==> config.mk <==
export PLATFORM = sky130hd
export DESIGN_NAME = diag_spi_slave
export DESIGN_NICKNAME = d
export VERILOG_FILES = /design/src/rtl/diag_spi_pkg.sv /design/src/rtl/diag_sync.sv /design/src/rtl/diag_cs_filter.sv /design/src/rtl/diag_sck_edge.sv /design/src/rtl/diag_shift_engine.sv /design/src/rtl/diag_spi_slave.sv
export SDC_FILE = /design/constraint.sdc
export NUM_CORES = 1
export LEC_CHECK = 0
export BUFFER_PORTS_ARGS = -buffer_cell sky130_fd_sc_hd__buf_2
export CORE_MARGIN = 5
export CORE_UTILIZATION = 57
export CTS_CLUSTER_SIZE = 8
export DETAILED_ROUTE_END_ITERATION = 10
export PLACE_DENSITY_LB_ADDON = 0.15
export SYNTH_ARGS = -nofsm -noshare
export SYNTH_HDL_FRONTEND = slang
export SYNTH_HIERARCHICAL = 1
export SYNTH_SLANG_ARGS = --single-unit
==> constraint.sdc <==
create_clock -name clk -period 2.1 [get_ports clk]
set_input_delay 0.21 -clock clk [delete_from_list [all_inputs] [get_ports clk]]
set_output_delay 0.21 -clock clk [all_outputs]
set_load 0.03 [all_outputs]
==> src/rtl/diag_spi_pkg.sv <==
package diag_spi_pkg;

    // Serial clock event seen in the system clock domain
    typedef enum logic [1:0] {
        SCK_NONE = 2'd0,
        SCK_RISE = 2'd1,
        SCK_FALL = 2'd2
    } sck_evt_e;

    // Chip-select filter event
    typedef enum logic [1:0] {
        CSF_NONE  = 2'd0,
        CSF_OPEN  = 2'd1,
        CSF_CLOSE = 2'd2
    } csf_evt_e;

endpackage

==> src/rtl/diag_sync.sv <==
module diag_sync #(
    parameter int          WIDTH   = 3,
    parameter int          STAGES  = 2,
    parameter logic [WIDTH-1:0] RST_VAL = '0
) (
    input  logic             clk,
    input  logic             rst_n,
    input  logic [WIDTH-1:0] async_in,
    output logic [WIDTH-1:0] sync_out
);

    logic [WIDTH-1:0] stage_d [STAGES];
    logic [WIDTH-1:0] stage_q [STAGES];

    // Next value of each flop: first stage takes the pad, later ones the previous stage
    always_comb begin
        for (int i = 0; i < STAGES; i++) begin
            if (i == 0) stage_d[i] = async_in;
            else        stage_d[i] = stage_q[i-1];
        end
    end

    always_ff @(posedge clk or negedge rst_n) begin
        if (!rst_n) begin
            for (int i = 0; i < STAGES; i++) stage_q[i] <= RST_VAL;
        end else begin
            for (int i = 0; i < STAGES; i++) stage_q[i] <= stage_d[i];
        end
    end

    assign sync_out = stage_q[STAGES-1];

endmodule

==> src/rtl/diag_cs_filter.sv <==
module diag_cs_filter
    import diag_spi_pkg::*;
#(
    parameter int FILT_CYC = 4
) (
    input  logic     clk,
    input  logic     rst_n,
    input  logic     cs_n_s,
    output logic     cs_n_filt,
    output csf_evt_e evt
);

    localparam int CNT_W = $clog2(FILT_CYC + 1);
    localparam logic [CNT_W-1:0] CNT_LAST = CNT_W'(FILT_CYC - 1);

    typedef struct packed {
        logic             level;
        logic [CNT_W-1:0] cnt;
        csf_evt_e         evt;
    } filt_t;

    filt_t st_d, st_q;

    // A differing input level must persist FILT_CYC cycles before it is taken
    always_comb begin
        st_d     = st_q;
        st_d.evt = CSF_NONE;
        if (cs_n_s != st_q.level) begin
            if (st_q.cnt == CNT_LAST) begin
                st_d.level = cs_n_s;
                st_d.cnt   = '0;
                st_d.evt   = cs_n_s ? CSF_CLOSE : CSF_OPEN;
            end else begin
                st_d.cnt = st_q.cnt + 1'b1;
            end
        end else begin
            st_d.cnt = '0;
        end
    end

    always_ff @(posedge clk or negedge rst_n) begin
        if (!rst_n) begin
            st_q.level <= 1'b1;
            st_q.cnt   <= '0;
            st_q.evt   <= CSF_NONE;
        end else begin
            st_q <= st_d;
        end
    end

    assign cs_n_filt = st_q.level;
    assign evt       = st_q.evt;

endmodule

==> src/rtl/diag_sck_edge.sv <==
module diag_sck_edge
    import diag_spi_pkg::*;
(
    input  logic     clk,
    input  logic     rst_n,
    input  logic     sck_s,
    output sck_evt_e evt
);

    logic prev_d, prev_q;

    always_comb begin
        prev_d = sck_s;
        if (sck_s && !prev_q)      evt = SCK_RISE;
        else if (!sck_s && prev_q) evt = SCK_FALL;
        else                       evt = SCK_NONE;
    end

    always_ff @(posedge clk or negedge rst_n) begin
        if (!rst_n) prev_q <= 1'b0;
        else        prev_q <= prev_d;
    end

endmodule

==> src/rtl/diag_shift_engine.sv <==
module diag_shift_engine
    import diag_spi_pkg::*;
#(
    parameter int FRAME_BITS = 16
) (
    input  logic                  clk,
    input  logic                  rst_n,
    input  csf_evt_e              cs_evt,
    input  sck_evt_e              sck_evt,
    input  logic                  sdi_s,
    input  logic [FRAME_BITS-1:0] snap_in,
    output logic                  sdo_bit,
    output logic                  sdo_en,
    output logic [FRAME_BITS-1:0] rx_out,
    output logic                  rx_pulse,
    output logic                  clr_pulse
);

    localparam int CNT_W = $clog2(FRAME_BITS + 2);
    localparam logic [CNT_W-1:0] CNT_SAT   = CNT_W'(FRAME_BITS + 1);
    localparam logic [CNT_W-1:0] CNT_EXACT = CNT_W'(FRAME_BITS);

    typedef struct packed {
        logic                  active;   // frame open
        logic                  armed;    // falling edge seen since last shift out
        logic [FRAME_BITS-1:0] tx;
        logic [FRAME_BITS-1:0] rx;
        logic [CNT_W-1:0]      falls;    // saturating count of falling edges
        logic [FRAME_BITS-1:0] rx_word;
        logic                  rx_pulse;
        logic                  clr;
    } eng_t;

    eng_t st_d, st_q;

    always_comb begin
        st_d          = st_q;
        st_d.rx_pulse = 1'b0;
        st_d.clr      = 1'b0;
        if (cs_evt == CSF_OPEN) begin
            // frame start: snapshot the fault word, clear the shift state
            st_d.active = 1'b1;
            st_d.armed  = 1'b0;
            st_d.tx     = snap_in;
            st_d.rx     = '0;
            st_d.falls  = '0;
        end else if (cs_evt == CSF_CLOSE && st_q.active) begin
            // frame end: publish received word, decide on clear
            st_d.active   = 1'b0;
            st_d.armed    = 1'b0;
            st_d.rx_word  = st_q.rx;
            st_d.rx_pulse = 1'b1;
            st_d.clr      = (st_q.falls == CNT_EXACT);
        end else if (st_q.active) begin
            unique case (sck_evt)
                SCK_RISE: begin
                    // advance output only after the host has sampled it
                    if (st_q.armed) begin
                        st_d.tx    = {st_q.tx[FRAME_BITS-2:0], 1'b0};
                        st_d.armed = 1'b0;
                    end
                end
                SCK_FALL: begin
                    st_d.rx    = {st_q.rx[FRAME_BITS-2:0], sdi_s};
                    st_d.armed = 1'b1;
                    if (st_q.falls != CNT_SAT) st_d.falls = st_q.falls + 1'b1;
                end
                default: ;
            endcase
        end
    end

    always_ff @(posedge clk or negedge rst_n) begin
        if (!rst_n) begin
            st_q <= '0;
        end else begin
            st_q <= st_d;
        end
    end

    assign sdo_bit   = st_q.active & st_q.tx[FRAME_BITS-1];
    assign sdo_en    = st_q.active;
    assign rx_out    = st_q.rx_word;
    assign rx_pulse  = st_q.rx_pulse;
    assign clr_pulse = st_q.clr;

endmodule

==> src/rtl/diag_spi_slave.sv <==
module diag_spi_slave
    import diag_spi_pkg::*;
#(
    parameter int FRAME_BITS  = 16,
    parameter int FILT_CYC    = 4,
    parameter int SYNC_STAGES = 2
) (
    input  logic                  clk,
    input  logic                  rst_n,
    input  logic                  cs_n_pad,
    input  logic                  sclk_pad,
    input  logic                  sdi_pad,
    input  logic [FRAME_BITS-1:0] fault_vec,
    output logic                  sdo,
    output logic                  sdo_oe,
    output logic [FRAME_BITS-1:0] rx_word,
    output logic                  rx_valid,
    output logic                  clr_req
);

    // pin order in the synchronized bundle
    localparam int IDX_CS  = 2;
    localparam int IDX_SCK = 1;
    localparam int IDX_SDI = 0;
    localparam logic [2:0] PIN_RST = 3'b100;

    logic [2:0] pins_s;
    logic       cs_n_filt;
    csf_evt_e   cs_evt;
    sck_evt_e   sck_evt;

    diag_sync #(
        .WIDTH   (3),
        .STAGES  (SYNC_STAGES),
        .RST_VAL (PIN_RST)
    ) u_sync (
        .clk      (clk),
        .rst_n    (rst_n),
        .async_in ({cs_n_pad, sclk_pad, sdi_pad}),
        .sync_out (pins_s)
    );

    diag_cs_filter #(
        .FILT_CYC (FILT_CYC)
    ) u_csf (
        .clk       (clk),
        .rst_n     (rst_n),
        .cs_n_s    (pins_s[IDX_CS]),
        .cs_n_filt (cs_n_filt),
        .evt       (cs_evt)
    );

    diag_sck_edge u_sck (
        .clk   (clk),
        .rst_n (rst_n),
        .sck_s (pins_s[IDX_SCK]),
        .evt   (sck_evt)
    );

    diag_shift_engine #(
        .FRAME_BITS (FRAME_BITS)
    ) u_eng (
        .clk       (clk),
        .rst_n     (rst_n),
        .cs_evt    (cs_evt),
        .sck_evt   (sck_evt),
        .sdi_s     (pins_s[IDX_SDI]),
        .snap_in   (fault_vec),
        .sdo_bit   (sdo),
        .sdo_en    (sdo_oe),
        .rx_out    (rx_word),
        .rx_pulse  (rx_valid),
        .clr_pulse (clr_req)
    );

    // filtered level is carried in the event stream; kept for readability of waves
    logic unused_filt;
    assign unused_filt = cs_n_filt;

endmodule

---- Word-level counts from Yosys, hierarchy flattened ----
Cells that the tools add are included.
word-level totals
  register bits after elaboration ......... 70
  output and inout bits ................... 20
cells by class
  add/sub/neg operators ................... 2
  equal/unequal tests ..................... 9
  mux-type cells .......................... 19
  bitwise logic cells ..................... 2
  reductions and logical operators ........ 19
operators with widths
  operator                                              number
  two-way mux 39 bit                                    1
  two-way mux 38 bit                                    1
  two-way mux 37 bit                                    1
  two-way mux 16 bit                                    2
  two-way mux 21 bit                                    1
  two-way mux 2 bit                                     7
  nonzero test 2 bit                                    6
  AND reduction 4 bit                                   2
  two-way mux 3 bit                                     2
  AND reduction 2 bit                                   3
  adder 5 x 1 -> 5 bit (second input constant)          1
  equality test 5 bit (second input constant)           1
  two-way mux 5 bit                                     1
  inequality test 5 bit (second input constant)         1
  equality test 2 x 1 -> 1 bit (second input constant)  2
  equality test 2 bit (second input constant)           2
  nonzero test 4 bit                                    1
  adder 3 x 1 -> 3 bit (second input constant)          1
  equality test 3 x 2 -> 1 bit (second input constant)  1
  logical AND 1 bit                                     3
  AND reduction 3 bit                                   1
  nonzero test 3 bit                                    1
  zero test 1 bit                                       2
  two-way mux 1 bit                                     2
  other kinds (5)                                       5

---- Longest topological paths before layout ----
Gate-level depths: netlist of run 1.
  depth in word-level cells ............... 9
  mapped depth ............................ 8
  mapped depth without buffers ............ 6

---- Modules after synthesis ----
Netlist of run 1, hierarchy kept.
by module, submodules not included
  module             times used  cells each  area an instance (sq um)  seq. area each (sq um)
  diag_shift_engine  1           260         2738.9                    1426.4
  diag_cs_filter     1           18          254.0                     151.4
  diag_sync          1           6           152.6                     152.6
  diag_sck_edge      1           3           40.0                      25.0

---- Worst setup path after synthesis of run 1 ----
OpenSTA, ideal clock, no wires.
  path kind ............................... register to register
  from .................................... register u_sck.prev_q
  to ...................................... register u_eng/st_q[54] (netlist name)
  arrival ................................. 1.677 ns
  slack ................................... 0.312 ns
  cell stages (with the launch flop) ...... 8
  clock period less this slack ............ 1.788 ns
  path through ............................ dfrtp_1 > and2b_2 > inv_1 > ha_1 > nand3_4 > maj3_2 > buf_6 > a222oi_1
on the way
  longest elaborated chain between the ends .. 6
  elaborated cells between the ends (all ways) .. 8
ends and longest elaborated chain
  element                                                 RTL line                                  RTL
  from (decl)                                             diag_sck_edge.sv:10                       logic prev_d, prev_q;
  from (signal assigned)                                  diag_sck_edge.sv:21                       else prev_q <= prev_d;
  logical AND 1 bit or zero test 1 bit (tied branches)    diag_sck_edge.sv:15, diag_sck_edge.sv:14
  two-way mux 2 bit or logical AND 1 bit (tied branches)  diag_sck_edge.sv:15, diag_sck_edge.sv:14
  two-way mux 2 bit *                                     diag_sck_edge.sv:14                       if (sck_s && !prev_q) evt = SCK_RISE;
  named net sck_evt[1]                                    diag_spi_slave.sv:30                      sck_evt_e sck_evt;
  equality test 2 x 1 -> 1 bit *                          diag_shift_engine.sv:55                   unique case (sck_evt)
  nonzero test 2 bit (no line) *                          -
  AND reduction 4 bit (no line) *                         -
  to (signal assigned)                                    diag_shift_engine.sv:77                   st_q <= st_d;
  to (decl)                                               diag_shift_engine.sv:34                   eng_t st_d, st_q;
Mark *: on every way through the listed nets, which the timed path passes. The rest lies on a longest branch.
A chain may end at the register's enable or synchronous reset.

---- Final worst setup path of run 1 ----
  from .................................... register u_sync.stage_q, in the netlist u_sync/sync_out[1]
  to ...................................... register u_eng/st_q[45] (netlist name)
on the way
  longest elaborated chain between the ends .. 7
  elaborated cells between the ends (all ways) .. 8
ends and longest elaborated chain
  element                          RTL line                 RTL
  from (decl)                      diag_sync.sv:13          logic [WIDTH-1:0] stage_q [STAGES];
  zero test 1 bit                  diag_sck_edge.sv:15      else if (!sck_s && prev_q) evt = SCK_FALL;
  logical AND 1 bit                diag_sck_edge.sv:15
  two-way mux 2 bit                diag_sck_edge.sv:15
  two-way mux 2 bit *              diag_sck_edge.sv:14
  named net sck_evt[1]             diag_spi_slave.sv:30
  equality test 2 x 1 -> 1 bit *   diag_shift_engine.sv:55
  nonzero test 2 bit (no line) *   -
  AND reduction 4 bit (no line) *  -
Marks and branches as above.

==> insert_results.sql, run 1 <==
INSERT INTO impl_metrics (metric_group, metric, value, unit) VALUES
('status', 'run_status', 'completed', ''),
('logic_synthesis', 'number_of_distinct_library_cell_variants_in_the_gate_level_netlist_after_synthesis', '37', ''),
('min_path', 'min_delay_path_depth', '2', ''),
('routing', 'routedWlPerCell', '14.5', 'µm'),
('run', 'drv_cap', '0', ''),
('grt', 'grt_use_total', '17.2', '%'),
('layout', 'finish.net_count', '342', ''),
('grt', 'number_of_global_route_vias_before_repair', '2146', ''),
('place', 'port_buffers', '40', ''),
('critical_path', 'crit_family', 'adder cells', ''),
('logic_synthesis', 'synth.top_cells.by_area', 'sky130_fd_sc_hd__dfrtp_1 53%, sky130_fd_sc_hd__mux2_2 6.0%, sky130_fd_sc_hd__buf_4 4.5%', ''),
('floorplanning', 'num_io_pins', '41', ''),
('layout', 'area_delta_synth_final', '12.3', '%'),
('critical_path', 'critical_path.slowest_cell', 'sky130_fd_sc_hd__maj3_2', ''),
('logic_synthesis', 'edff_count_synth', '0', ''),
('floorplanning', 'core_area', '5470', 'µm²'),
('timing', 'finalMaxSlewViolations', '0', ''),
('routing', 'routed-via-count', '2184', ''),
('logic_synthesis', 'yosys-top-cells-count', '67 x sky130_fd_sc_hd__dfrtp_1, 26 x sky130_fd_sc_hd__a21oi_1, 21 x sky130_fd_sc_hd__inv_1', ''),
('clocking', 'cts_buffer_depth', '2', ''),
('layout', 'final_layout_size_suffix_gt1_share', '28.4', '%'),
('min_path', 'hold_path.class', 'input pin to flip-flop', ''),
('floorplanning', 'die_w', '84.8', 'µm'),
('critical_path', 'cp_data_arrival_time', '2.09', 'ns'),
('logic_synthesis', 'asyncSetResetFlopFracSynth', '100', '%'),
('logic_synthesis', 'synth_top_area_share', '52.6', '%'),
('logic_synthesis', 'postSynthNetCount', '314', ''),
('timing', 'min_period_over_period', '89.4', '%'),
('floorplanning', 'initial_core_util', '58.2', '%'),
('logic_synthesis', 'synthesis.area', '3190', 'µm²'),
('critical_path', 'rr_startpoint', 'u_sync/sync_out[1]$_DFF_PN0_', ''),
('routing', 'dr.pass1.iters', '7', ''),
('critical_path', 'critical_path.max_stage_delay', '0.46', 'ns'),
('logic_synthesis', 'synth_top_area_cell', 'sky130_fd_sc_hd__dfrtp_1', ''),
('timing', 'timing.final.crit_period', '1.88', 'ns'),
('floorplanning', 'die_h', '84.8', 'µm'),
('layout', 'finalCoreUtilization', '65.4', '%'),
('timing', 'slew_headroom', '59.6', '%'),
('grt', 'maximum_number_of_pins_on_one_net_before_global_route_repair', '46', ''),
('critical_path', 'path_depth', '6', ''),
('logic_synthesis', 'ys_seq_area_share', '55.1', '%'),
('routing', 'drtAntennaViolNets', '0', ''),
('critical_path', 'crit_buf_inv', '1', ''),
('logic_synthesis', 'synth_top_flop_cell', 'sky130_fd_sc_hd__dfrtp_1', ''),
('clocking', 'tritoncts', 'done', ''),
('logic_synthesis', 'syn-instance-count', '287', ''),
('grt', 'overflow', '0', ''),
('floorplanning', 'floorplan.rows', '27', ''),
('clocking', 'clk-insertion-delay-late', '0.33', 'ns'),
('critical_path', 'cp_max_fo', '16', ''),
('place', 'gp_congestion', '0.745', ''),
('min_path', 'holdCritStartpoint', 'fault_vec[0]', ''),
('power_and_ir_drop', 'cellPowerDensity', '974', 'nW/µm²'),
('logic_synthesis', 'most_instantiated_library_cell_after_synthesis', 'sky130_fd_sc_hd__dfrtp_1', ''),
('timing', 'fin_worst_skew', '0.00569', 'ns'),
('clocking', 'clk_pin_slew', '0.07', 'ns'),
('place', 'dpl_ws', '0.164', 'ns'),
('routing', 'drcViolationCount', '0', ''),
('timing', 'layout_setup_ws', '0.222', 'ns'),
('timing', 'worst_pin_slew', '0.605', 'ns'),
('layout', 'n_antenna_cell', '0', ''),
('clocking', 'cts.sink_count', '70', ''),
('layout', 'final_cells', '392', ''),
('grt', 'grt_antenna_before_repair', '0', ''),
('timing', 'tns', '0', 'ns'),
('clocking', 'clock_tree.root_cell', 'sky130_fd_sc_hd__clkbuf_8', ''),
('critical_path', 'worst_r2r_path_depth', '6', ''),
('place', 'numPlacedInstances', '372', ''),
('clocking', 'cts-buffers-inserted', '9', ''),
('power_and_ir_drop', 'ir_worst_vdd', '561', 'µV'),
('routing', 'routed_via_density', '5.57', '');
-- power by group --
group | leakage (nW) | total (W) | internal [W] | switching, W
registers | 0.900 | 0.00176 | 0.00160 | 0.000168
logic | 0.745 | 0.000648 | 0.000298 | 0.000350
clock network | 0.106 | 0.00107 | 0.000608 | 0.000467
total | 1.75 | 0.00349 | 0.00250 | 0.000985
-- metrics by stage --
step	hold slack [ns]	area [µm²]	total power, W
3_3_place_gp	0.243	3330	0.00241
5_1_grt	0.0772	3580	0.00372
3_5_place_dp	0.249	3330	0.00243
4_1_cts	0.0782	3570	0.00353
6_report	0.101	3580	0.00349
2_1_floorplan	-0.0856	3190	0.00225
-- state kept, by name, summed over array words and instances, names as in the netlist --
name,cells
u_csf/cs_n_filt,1
u_eng/rx_pulse,1
u_csf/st_q,3
u_eng/sdo_en,1
u_sync/stage_d,3
u_eng/rx_out,16
u_sck/prev_q,1
u_eng/st_q,38
u_csf/evt,2
u_sync/sync_out,3
u_eng/clr_pulse,1
-- final cells by class --
| type | instances | area (µm²) |
|---|---|---|
| fillers | 448 | 1890 |
| flip-flops and latches | 70 | 1760 |
| multi-input cells | 159 | 1130 |
| repair buffers | 53 | 320 |
| clock buffers | 12 | 155 |
| well taps | 72 | 90.1 |
| inverters | 22 | 82.6 |
| clock inverters | 4 | 45.0 |
-- cell usage in the layout (no fill, tap or decap), types with 2 or more instances in the layout --
cell type                       Yosys  final
sky130_fd_sc_hd__or4_1              2      2
sky130_fd_sc_hd__dfstp_2            3      3
sky130_fd_sc_hd__nor2b_1            4      4
sky130_fd_sc_hd__nor3b_1            5      5
sky130_fd_sc_hd__inv_1             21     21
sky130_fd_sc_hd__o21ai_0           18     18
sky130_fd_sc_hd__clkbuf_8           0     11
sky130_fd_sc_hd__o31ai_1            2      2
sky130_fd_sc_hd__ha_1               6      6
sky130_fd_sc_hd__buf_4             19      8
sky130_fd_sc_hd__o22ai_1            8      8
sky130_fd_sc_hd__o32ai_1            7      7
sky130_fd_sc_hd__nand3_1           19     19
sky130_fd_sc_hd__clkinv_2           0      3
sky130_fd_sc_hd__buf_2              7     40
sky130_fd_sc_hd__a222oi_1           8      8
sky130_fd_sc_hd__mux2i_1            3      3
sky130_fd_sc_hd__and2_1             2      2
sky130_fd_sc_hd__dlygate4sd3_1      0      4
sky130_fd_sc_hd__nand2_1            9      9
sky130_fd_sc_hd__dfrtp_1           67     67
sky130_fd_sc_hd__mux2_2            17     17
sky130_fd_sc_hd__a21oi_1           26     26
sky130_fd_sc_hd__nand2b_1          10     10
-- worst register-to-register path: cells and delay by family, from the launching register on --
kind            cells  cell delay [ns]
flops               1             0.35
simple gates        2             0.32
compound gates      1             0.40
fa+ha+maj           2             0.63
buf+inv             1             0.05
-- final timing paths --
path                                           endpoint  slack (ns)
max                          u_eng/st_q[45]$_DFFE_PN0P_        0.22
min                          u_eng/st_q[39]$_DFFE_PN0P_        0.10
max reg2reg                  u_eng/st_q[45]$_DFFE_PN0P_        0.22
min reg2reg                u_sync/sync_out[2]$_DFF_PN1_        0.36
max in group asynchronous   u_sync/stage_d[2]$_DFF_PN1_        0.97
min in group asynchronous   u_eng/rx_out[1]$_DFFE_PN0P_        0.43
-- layer usage --
| metal | vias up | part of all wire, % | global-route usage, % |
|---|---|---|---|
| li1 | 1059 | - | - |
| met4 | 0 | 1.0 | 6.76 |
| met5 | - | 0 | 0 |
| met1 | 1058 | 45 | 22.1 |
| met3 | 5 | 5.2 | 4.91 |
| met2 | 62 | 48 | 27.5 |
-- kinds of logic after synthesis --
group                    count (synthesis)  synth area share [%]
AO/OA/AOI/OAI                           72                  14.2
flip-flops                              70                  55.1
buffers and inverters                   58                  9.58
AND/OR/NAND/NOR                         58                  10.9
multiplexers                            20                  6.95
adder cells (fa/ha/maj)                  7                  2.71
XOR/XNOR                                 2                 0.550
-- timing repair --
action	4_1_cts	5_1_grt
hold buffers	4	0
endpoints found under the setup margin	0	6
endpoints found under the hold margin	28	0
resized for setup	0	1
Power figures use the tool's default switching activity.
==> run 2, diff against run 1 <==
--- a/config.mk
+++ b/config.mk
@@ -6,11 +6,10 @@
 export NUM_CORES = 1
 export LEC_CHECK = 0
 export BUFFER_PORTS_ARGS = -buffer_cell sky130_fd_sc_hd__buf_2
-export CORE_MARGIN = 5
 export CORE_UTILIZATION = 57
 export CTS_CLUSTER_SIZE = 8
 export DETAILED_ROUTE_END_ITERATION = 10
-export PLACE_DENSITY_LB_ADDON = 0.15
+export PLACE_DENSITY_LB_ADDON = 0.3
 export SYNTH_ARGS = -nofsm -noshare
 export SYNTH_HDL_FRONTEND = slang
 export SYNTH_HIERARCHICAL = 1
==> insert_results.sql, run 2 (synthesized netlist as in run 1, its figures left out) <==
INSERT INTO impl_metrics (metric_group, metric, value, unit) VALUES
('layout', 'commonest_non_fill_non_tap_cell_in_the_layout', 'sky130_fd_sc_hd__dfrtp_1', ''),
('layout', 'number_of_fillers_in_the_final_layout', '398', ''),
('clocking', 'clock_tree.root_cell', 'sky130_fd_sc_hd__clkbuf_8', ''),
('timing', 'achievable_frequency', '0.520', 'GHz'),
('timing', 'layout_setup_ws', '0.176', 'ns'),
('timing', 'tns', '0', 'ns'),
('floorplanning', 'floorplan.rows', '26', ''),
('critical_path', 'worst_r2r_path_depth', '6', ''),
('critical_path', 'cp_max_fo', '16', ''),
('clocking', 'clk_pin_slew', '0.07', 'ns'),
('timing', 'slew_headroom', '63.7', '%'),
('critical_path', 'timing.critical_path.from', 'u_sck/prev_q$_DFF_PN0_', ''),
('timing', 'timing.final.crit_period', '1.92', 'ns'),
('critical_path', 'end_kind', 'flip-flop', ''),
('clocking', 'tritoncts', 'done', ''),
('clocking', 'ctsHtreeMaxLevel', '3', ''),
('timing', 'rsz_0062_raised_after_global_routing', 'false', ''),
('floorplanning', 'die-area', '5890', 'µm²'),
('grt', 'maximum_number_of_pins_on_one_net_before_global_route_repair', '71', ''),
('routing', 'detail_route.iter0.violations', '186', ''),
('clocking', 'clk-insertion-delay-late', '0.34', 'ns'),
('layout', 'final_cell_area', '3580', 'µm²'),
('layout', 'finish.net_count', '344', ''),
('routing', 'routed_wirelength', '5990', 'µm'),
('clocking', 'cts_buffer_depth', '2', ''),
('routing', 'drcViolationCount', '0', ''),
('grt', 'grt_use_total', '22.6', '%'),
('layout', 'final_cells', '392', ''),
('clocking', 'cts-buffers-inserted', '9', ''),
('critical_path', 'worst_setup_path_endpoint', 'u_eng/st_q[52]$_DFFE_PN0P_', ''),
('critical_path', 'worst-setup-path-type', 'flip-flop to flip-flop', ''),
('floorplanning', 'core_area', '5240', 'µm²'),
('timing', 'timing.final.setup_violations', '0', ''),
('place', 'placedInstanceArea', '3350', 'µm²'),
('place', 'hpwl_reported_at_the_end_of_detailed_placement', '3850', 'µm'),
('routing', 'routed-via-count', '2263', ''),
('min_path', 'hold_path.class', 'input pin to flip-flop', ''),
('run', 'drv_cap', '0', ''),
('layout', 'finalCoreUtilization', '68.4', '%'),
('critical_path', 'start_kind', 'flip-flop', ''),
('floorplanning', 'num_io_pins', '41', ''),
('grt', 'grt_pass1_wl', '10400', 'µm'),
('critical_path', 'worstPathRequired', '2.32', 'ns'),
('timing', 'finalMaxSlewViolations', '0', ''),
('place', 'dpl_ws', '0.0941', 'ns'),
('layout', 'regArea', '1760', 'µm²'),
('clocking', 'cts.sink_count', '70', ''),
('routing', 'dr.pass1.iters', '7', ''),
('place', 'port_buffers', '40', ''),
('layout', 'most-common-layout-cells', '67 x sky130_fd_sc_hd__dfrtp_1, 40 x sky130_fd_sc_hd__buf_2, 26 x sky130_fd_sc_hd__a21oi_1', ''),
('layout', 'largest_register_ff_count', '38', ''),
('floorplanning', 'die_w', '76.8', 'µm'),
('floorplanning', 'die_h', '76.8', 'µm'),
('critical_path', 'cp_data_arrival_time', '2.14', 'ns'),
('timing', 'worst_pin_slew', '0.545', 'ns'),
('layout', 'final_layout_size_suffix_gt1_share', '28.3', '%'),
('layout', 'top_register', 'u_eng/st_q', ''),
('layout', 'multi_input_area', '1130', 'µm²'),
('floorplanning', 'initial_core_util', '60.8', '%'),
('clocking', 'postCtsSetupRepairBufs', '0', ''),
('layout', 'area_delta_synth_final', '12.4', '%'),
('place', 'numPlacedInstances', '372', ''),
('timing', 'finalHoldViolations', '0', ''),
('routing', 'drtAntennaViolNets', '0', ''),
('timing', 'min_period_over_period', '91.6', '%'),
('critical_path', 'setup.reg_to_reg.worst_slack', '0.18', 'ns'),
('critical_path', 'rr_startpoint', 'u_sck/prev_q$_DFF_PN0_', ''),
('grt', 'overflow', '0', ''),
('grt', 'number_of_global_route_vias_before_repair', '2172', ''),
('critical_path', 'worst_r2r_endpoint', 'u_eng/st_q[52]$_DFFE_PN0P_', ''),
('power_and_ir_drop', 'ir_worst_vdd', '591', 'µV'),
('power_and_ir_drop', 'cellPowerDensity', '967', 'nW/µm²'),
('routing', 'routed_via_density', '5.77', ''),
('place', 'gp_congestion', '0.858', ''),
('power_and_ir_drop', 'total_leakage_power', '1.75', 'nW'),
('layout', 'n_antenna_cell', '0', ''),
('status', 'run_status', 'completed', ''),
('timing', 'fin_worst_skew', '0.00660', 'ns'),
('routing', 'routedWlPerCell', '15.3', 'µm'),
('grt', 'grt_antenna_before_repair', '0', '');
## run 2: final cells by class
class | instances | area share [%]
sequential | 70 | 49.0
clock buffer | 16 | 5.31
multi-input combinational | 159 | 31.6
timing repair buffer | 55 | 9.36
tap | 70 | 2.45
inverter | 22 | 2.31
## run 2: how the worst min path moves through the flow
stage,start,to,slack [ns],cells after the start
3_3_place_gp,rst_n,u_eng/rx_out[1]$_DFFE_PN0P_,0.26,2
4_1_cts,fault_vec[0],u_eng/st_q[39]$_DFFE_PN0P_,0.11,2
6_report,fault_vec[0],u_eng/st_q[39]$_DFFE_PN0P_,0.12,2
3_5_place_dp,rst_n,u_eng/rx_out[1]$_DFFE_PN0P_,0.26,2
5_1_grt,fault_vec[0],u_eng/st_q[39]$_DFFE_PN0P_,0.12,2
2_1_floorplan,rst_n,u_csf/evt[0]$_DFF_PN0_,-0.09,0
## run 2: power breakdown
part	leakage, nW	internal (W)	switching (W)
combinational	0.755	0.000301	0.000364
clock	0.0970	0.000561	0.000463
sequential	0.900	0.00160	0.000181
## run 2: critical path, stage by stage (launching register included)
cell                       delay, ns
sky130_fd_sc_hd__dfrtp_1        0.38
sky130_fd_sc_hd__and2b_2        0.21
sky130_fd_sc_hd__inv_1          0.05
sky130_fd_sc_hd__ha_1           0.19
sky130_fd_sc_hd__nand3_4        0.09
sky130_fd_sc_hd__maj3_2         0.46
sky130_fd_sc_hd__a222oi_1       0.42
## run 2: repair_timing
action	in CTS	in global routing
hold buffers	4	0
endpoints found under the hold margin	70	0
gates resized for setup	0	1
endpoints found under the setup margin	0	7
## run 2: routing by layer
metal	vias to the layer above	wire length (µm)	global-route usage, %
met3	11	276	3.81
met5	-	0	0
li1	1057	-	-
met2	86	2890	35.6
met4	0	103	11.2
met1	1109	2720	30.1
## run 2: metrics by stage
step                hold WS [ns]  total power (W)
floorplan                -0.0856          0.00225
global placement           0.262          0.00241
detailed placement         0.265          0.00245
CTS                        0.108          0.00348
global route               0.119          0.00366
finish                     0.116          0.00346
==> run 3, diff against run 2 <==
==> constraint.sdc (replaced) <==
create_clock -name clk -period 1.8 [get_ports clk]
set_input_delay 0.18 -clock clk [delete_from_list [all_inputs] [get_ports clk]]
set_output_delay 0.18 -clock clk [all_outputs]
set_load 0.03 [all_outputs]
==> insert_results.sql, run 3 (synthesized netlist as in run 1, its figures left out) <==
INSERT INTO impl_metrics (metric_group, metric, value, unit) VALUES
('power_and_ir_drop', 'p_seq_share', '52.8', '%'),
('floorplanning', 'die-area', '5890', 'µm²'),
('critical_path', 'crit_family', 'adder cells', ''),
('min_path', 'min_delay_worst_endpoint', 'u_eng/st_q[39]$_DFFE_PN0P_', ''),
('run', 'drv_cap', '0', ''),
('floorplanning', 'initial_core_util', '60.8', '%'),
('grt', 'overflow', '0', ''),
('place', 'port_buffers', '40', ''),
('routing', 'drtAntennaViolNets', '0', ''),
('clocking', 'clk-insertion-delay-late', '0.34', 'ns'),
('critical_path', 'worstPathRequired', '2.01', 'ns'),
('critical_path', 'worst_r2r_endpoint', 'u_eng/st_q[53]$_DFFE_PN0P_', ''),
('layout', 'multi_input_area', '1160', 'µm²'),
('place', 'numPlacedInstances', '377', ''),
('clocking', 'tritoncts', 'done', ''),
('routing', 'detail_route.iter0.violations', '129', ''),
('critical_path', 'start_kind', 'flip-flop', ''),
('floorplanning', 'die_w', '76.8', 'µm'),
('layout', 'n_antenna_cell', '0', ''),
('clocking', 'cts.sink_count', '70', ''),
('routing', 'routed-via-count', '2295', ''),
('layout', 'final_layout_size_suffix_gt1_share', '31.0', '%'),
('floorplanning', 'floorplan.rows', '26', ''),
('clocking', 'clk_pin_slew', '0.07', 'ns'),
('clocking', 'cts-buffers-inserted', '9', ''),
('place', 'gp_congestion', '0.817', ''),
('timing', 'finalMaxSlewViolations', '0', ''),
('critical_path', 'worst-setup-path-type', 'flip-flop to flip-flop', ''),
('layout', 'most-common-layout-cells', '67 x sky130_fd_sc_hd__dfrtp_1, 40 x sky130_fd_sc_hd__buf_2, 26 x sky130_fd_sc_hd__a21oi_1', ''),
('critical_path', 'cp_max_fo', '7', ''),
('critical_path', 'cp_data_arrival_time', '2.00', 'ns'),
('min_path', 'hold_path.class', 'input pin to flip-flop', ''),
('power_and_ir_drop', 'ir_worst_vdd', '679', 'µV'),
('power_and_ir_drop', 'power.switching_fraction', '30.3', '%'),
('critical_path', 'crit_buf_inv', '1', ''),
('power_and_ir_drop', 'clkPwrFrac', '26.4', '%'),
('min_path', 'min_delay_path_depth', '2', ''),
('layout', 'largest_register_ff_count', '38', ''),
('layout', 'top_register', 'u_eng/st_q', ''),
('status', 'run_status', 'completed', ''),
('floorplanning', 'num_io_pins', '41', ''),
('layout', 'final_cells', '399', ''),
('min_path', 'holdCritStartpoint', 'fault_vec[0]', ''),
('timing', 'finalHoldWorstSlack', '0.0756', 'ns'),
('power_and_ir_drop', 'power_frac_comb', '20.7', '%'),
('layout', 'regArea', '1760', 'µm²'),
('timing', 'timing.final.setup_violations', '0', ''),
('critical_path', 'end_kind', 'flip-flop', ''),
('clocking', 'cts_buffer_depth', '2', ''),
('critical_path', 'rr_startpoint', 'u_sck/prev_q$_DFF_PN0_', ''),
('floorplanning', 'die_h', '76.8', 'µm'),
('timing', 'fin_worst_skew', '0.00540', 'ns'),
('timing', 'slew_headroom', '60.5', '%'),
('power_and_ir_drop', 'total_power', '0.00392', 'W'),
('grt', 'maximum_number_of_pins_on_one_net_before_global_route_repair', '26', ''),
('timing', 'finalHoldViolations', '0', ''),
('timing', 'worst_pin_slew', '0.593', 'ns'),
('power_and_ir_drop', 'total_leakage_power', '1.77', 'nW'),
('timing', 'achievable_frequency', '0.557', 'GHz'),
('routing', 'dr.pass1.iters', '5', ''),
('grt', 'grt_pass1_wl', '10200', 'µm'),
('layout', 'finish.net_count', '351', ''),
('place', 'hpwl_reported_at_the_end_of_detailed_placement', '3980', 'µm'),
('layout', 'final_cell_area', '3640', 'µm²'),
('clocking', 'clock_tree.root_cell', 'sky130_fd_sc_hd__clkbuf_8', ''),
('routing', 'routedWlPerCell', '14.7', 'µm'),
('critical_path', 'worstPathCellList', 'and2b_2, inv_2, ha_4, nand3_4, maj3_4, a222oi_1', ''),
('layout', 'area_delta_synth_final', '14.2', '%'),
('power_and_ir_drop', 'p_sw', '0.00119', 'W'),
('power_and_ir_drop', 'cellPowerDensity', '1080', 'nW/µm²'),
('timing', 'rsz_0062_raised_after_global_routing', 'true', ''),
('critical_path', 'critical_path.slowest_cell', 'sky130_fd_sc_hd__maj3_4', ''),
('grt', 'grt_use_total', '22.1', '%'),
('grt', 'grt_antenna_before_repair', '0', ''),
('timing', 'timing.final.crit_period', '1.80', 'ns'),
('place', 'placedInstanceArea', '3400', 'µm²'),
('timing', 'min_period_over_period', '99.8', '%'),
('routing', 'routed_wirelength', '5880', 'µm'),
('clocking', 'ctsHtreeMaxLevel', '3', ''),
('routing', 'routed_via_density', '5.75', ''),
('layout', 'commonest_non_fill_non_tap_cell_in_the_layout', 'sky130_fd_sc_hd__dfrtp_1', ''),
('layout', 'number_of_fillers_in_the_final_layout', '381', ''),
('critical_path', 'setup.reg_to_reg.worst_slack', '0.004', 'ns'),
('routing', 'drcViolationCount', '0', ''),
('power_and_ir_drop', 'intPower', '0.00273', 'W'),
('floorplanning', 'core_area', '5240', 'µm²'),
('grt', 'number_of_global_route_vias_before_repair', '2196', ''),
('critical_path', 'critical_path.max_stage_delay', '0.40', 'ns'),
('critical_path', 'worst_r2r_path_depth', '6', '');
run 3: worst max path at each step:
stage / startpoint / to / slack [ns] / cells past startpoint
2_1_floorplan: u_sck/prev_q$_DFF_PN0_ / u_eng/st_q[54]$_DFFE_PN0P_ / 0.01 / 7
3_3_place_gp: u_sync/sync_out[1]$_DFF_PN0_ / u_eng/st_q[54]$_DFFE_PN0P_ / -0.09 / 6
3_5_place_dp: u_sync/sync_out[1]$_DFF_PN0_ / u_eng/st_q[53]$_DFFE_PN0P_ / -0.21 / 6
4_1_cts: u_sck/prev_q$_DFF_PN0_ / u_eng/st_q[53]$_DFFE_PN0P_ / -0.02 / 6
5_1_grt: u_sync/sync_out[1]$_DFF_PN0_ / u_eng/st_q[48]$_DFFE_PN0P_ / -0.07 / 6
6_report: u_sck/prev_q$_DFF_PN0_ / u_eng/st_q[53]$_DFFE_PN0P_ / 0.004 / 6
run 3: worst reg2reg max path, cell delays in order, from the launching register on:
cell and delay [ns]:
sky130_fd_sc_hd__dfrtp_1 0.38, sky130_fd_sc_hd__and2b_2 0.21, sky130_fd_sc_hd__inv_2 0.06, sky130_fd_sc_hd__ha_4 0.13, sky130_fd_sc_hd__nand3_4 0.10, sky130_fd_sc_hd__maj3_4 0.41
sky130_fd_sc_hd__a222oi_1 0.38
run 3: power groups by stage:
stage	clock [W]	sequential, W	combinational (W)
final	0.00104	0.00207	0.000812
after global routing	0.00113	0.00211	0.000919
after CTS	0.00107	0.00207	0.000812
after detailed placement	0	0.00209	0.000800
after global placement	0	0.00207	0.000752
after floorplan	0	0.00203	0.000599
run 3: cell type report:
cell class / count / share of cell area [%]
Sequential cell: 70 / 48.3
Tap cell: 70 / 2.41
Clock inverter: 3 / 0.413
Inverter: 22 / 2.27
Clock buffer: 13 / 3.82
Timing Repair Buffer: 61 / 10.8
Multi-Input combinational cell: 160 / 32.0
run 3: metal layers:
metal,routed length [µm],GRT usage (%),vias up
li1,-,-,1077
met1,2690,29.2,1106
met2,2720,34.4,103
met3,390,5.95,9
met4,86,9.04,0
met5,0,0,-
run 3: through the flow:
| step | utilization [%] | setup WS, ns | TNS (ns) |
|---|---|---|---|
| after detailed placement | 64.8 | -0.215 | -1.28 |
| after global placement | 64.8 | -0.0947 | -0.692 |
| after floorplan | - | 0.0116 | 0 |
| final | 69.4 | 0.00389 | 0 |
| after global routing | 69.4 | -0.0731 | -0.407 |
| after CTS | 69.3 | -0.0158 | -0.0158 |
run 3: what timing repair did:
item                                    in CTS  in global routing
setup buffers                                1                  0
gates resized for setup                      6                  2
pin swaps                                    2                  3
endpoints found under the setup margin       8                 24
gates cloned                                 1                  0
endpoints found under the hold margin       25                  0
hold buffers                                 4                  0
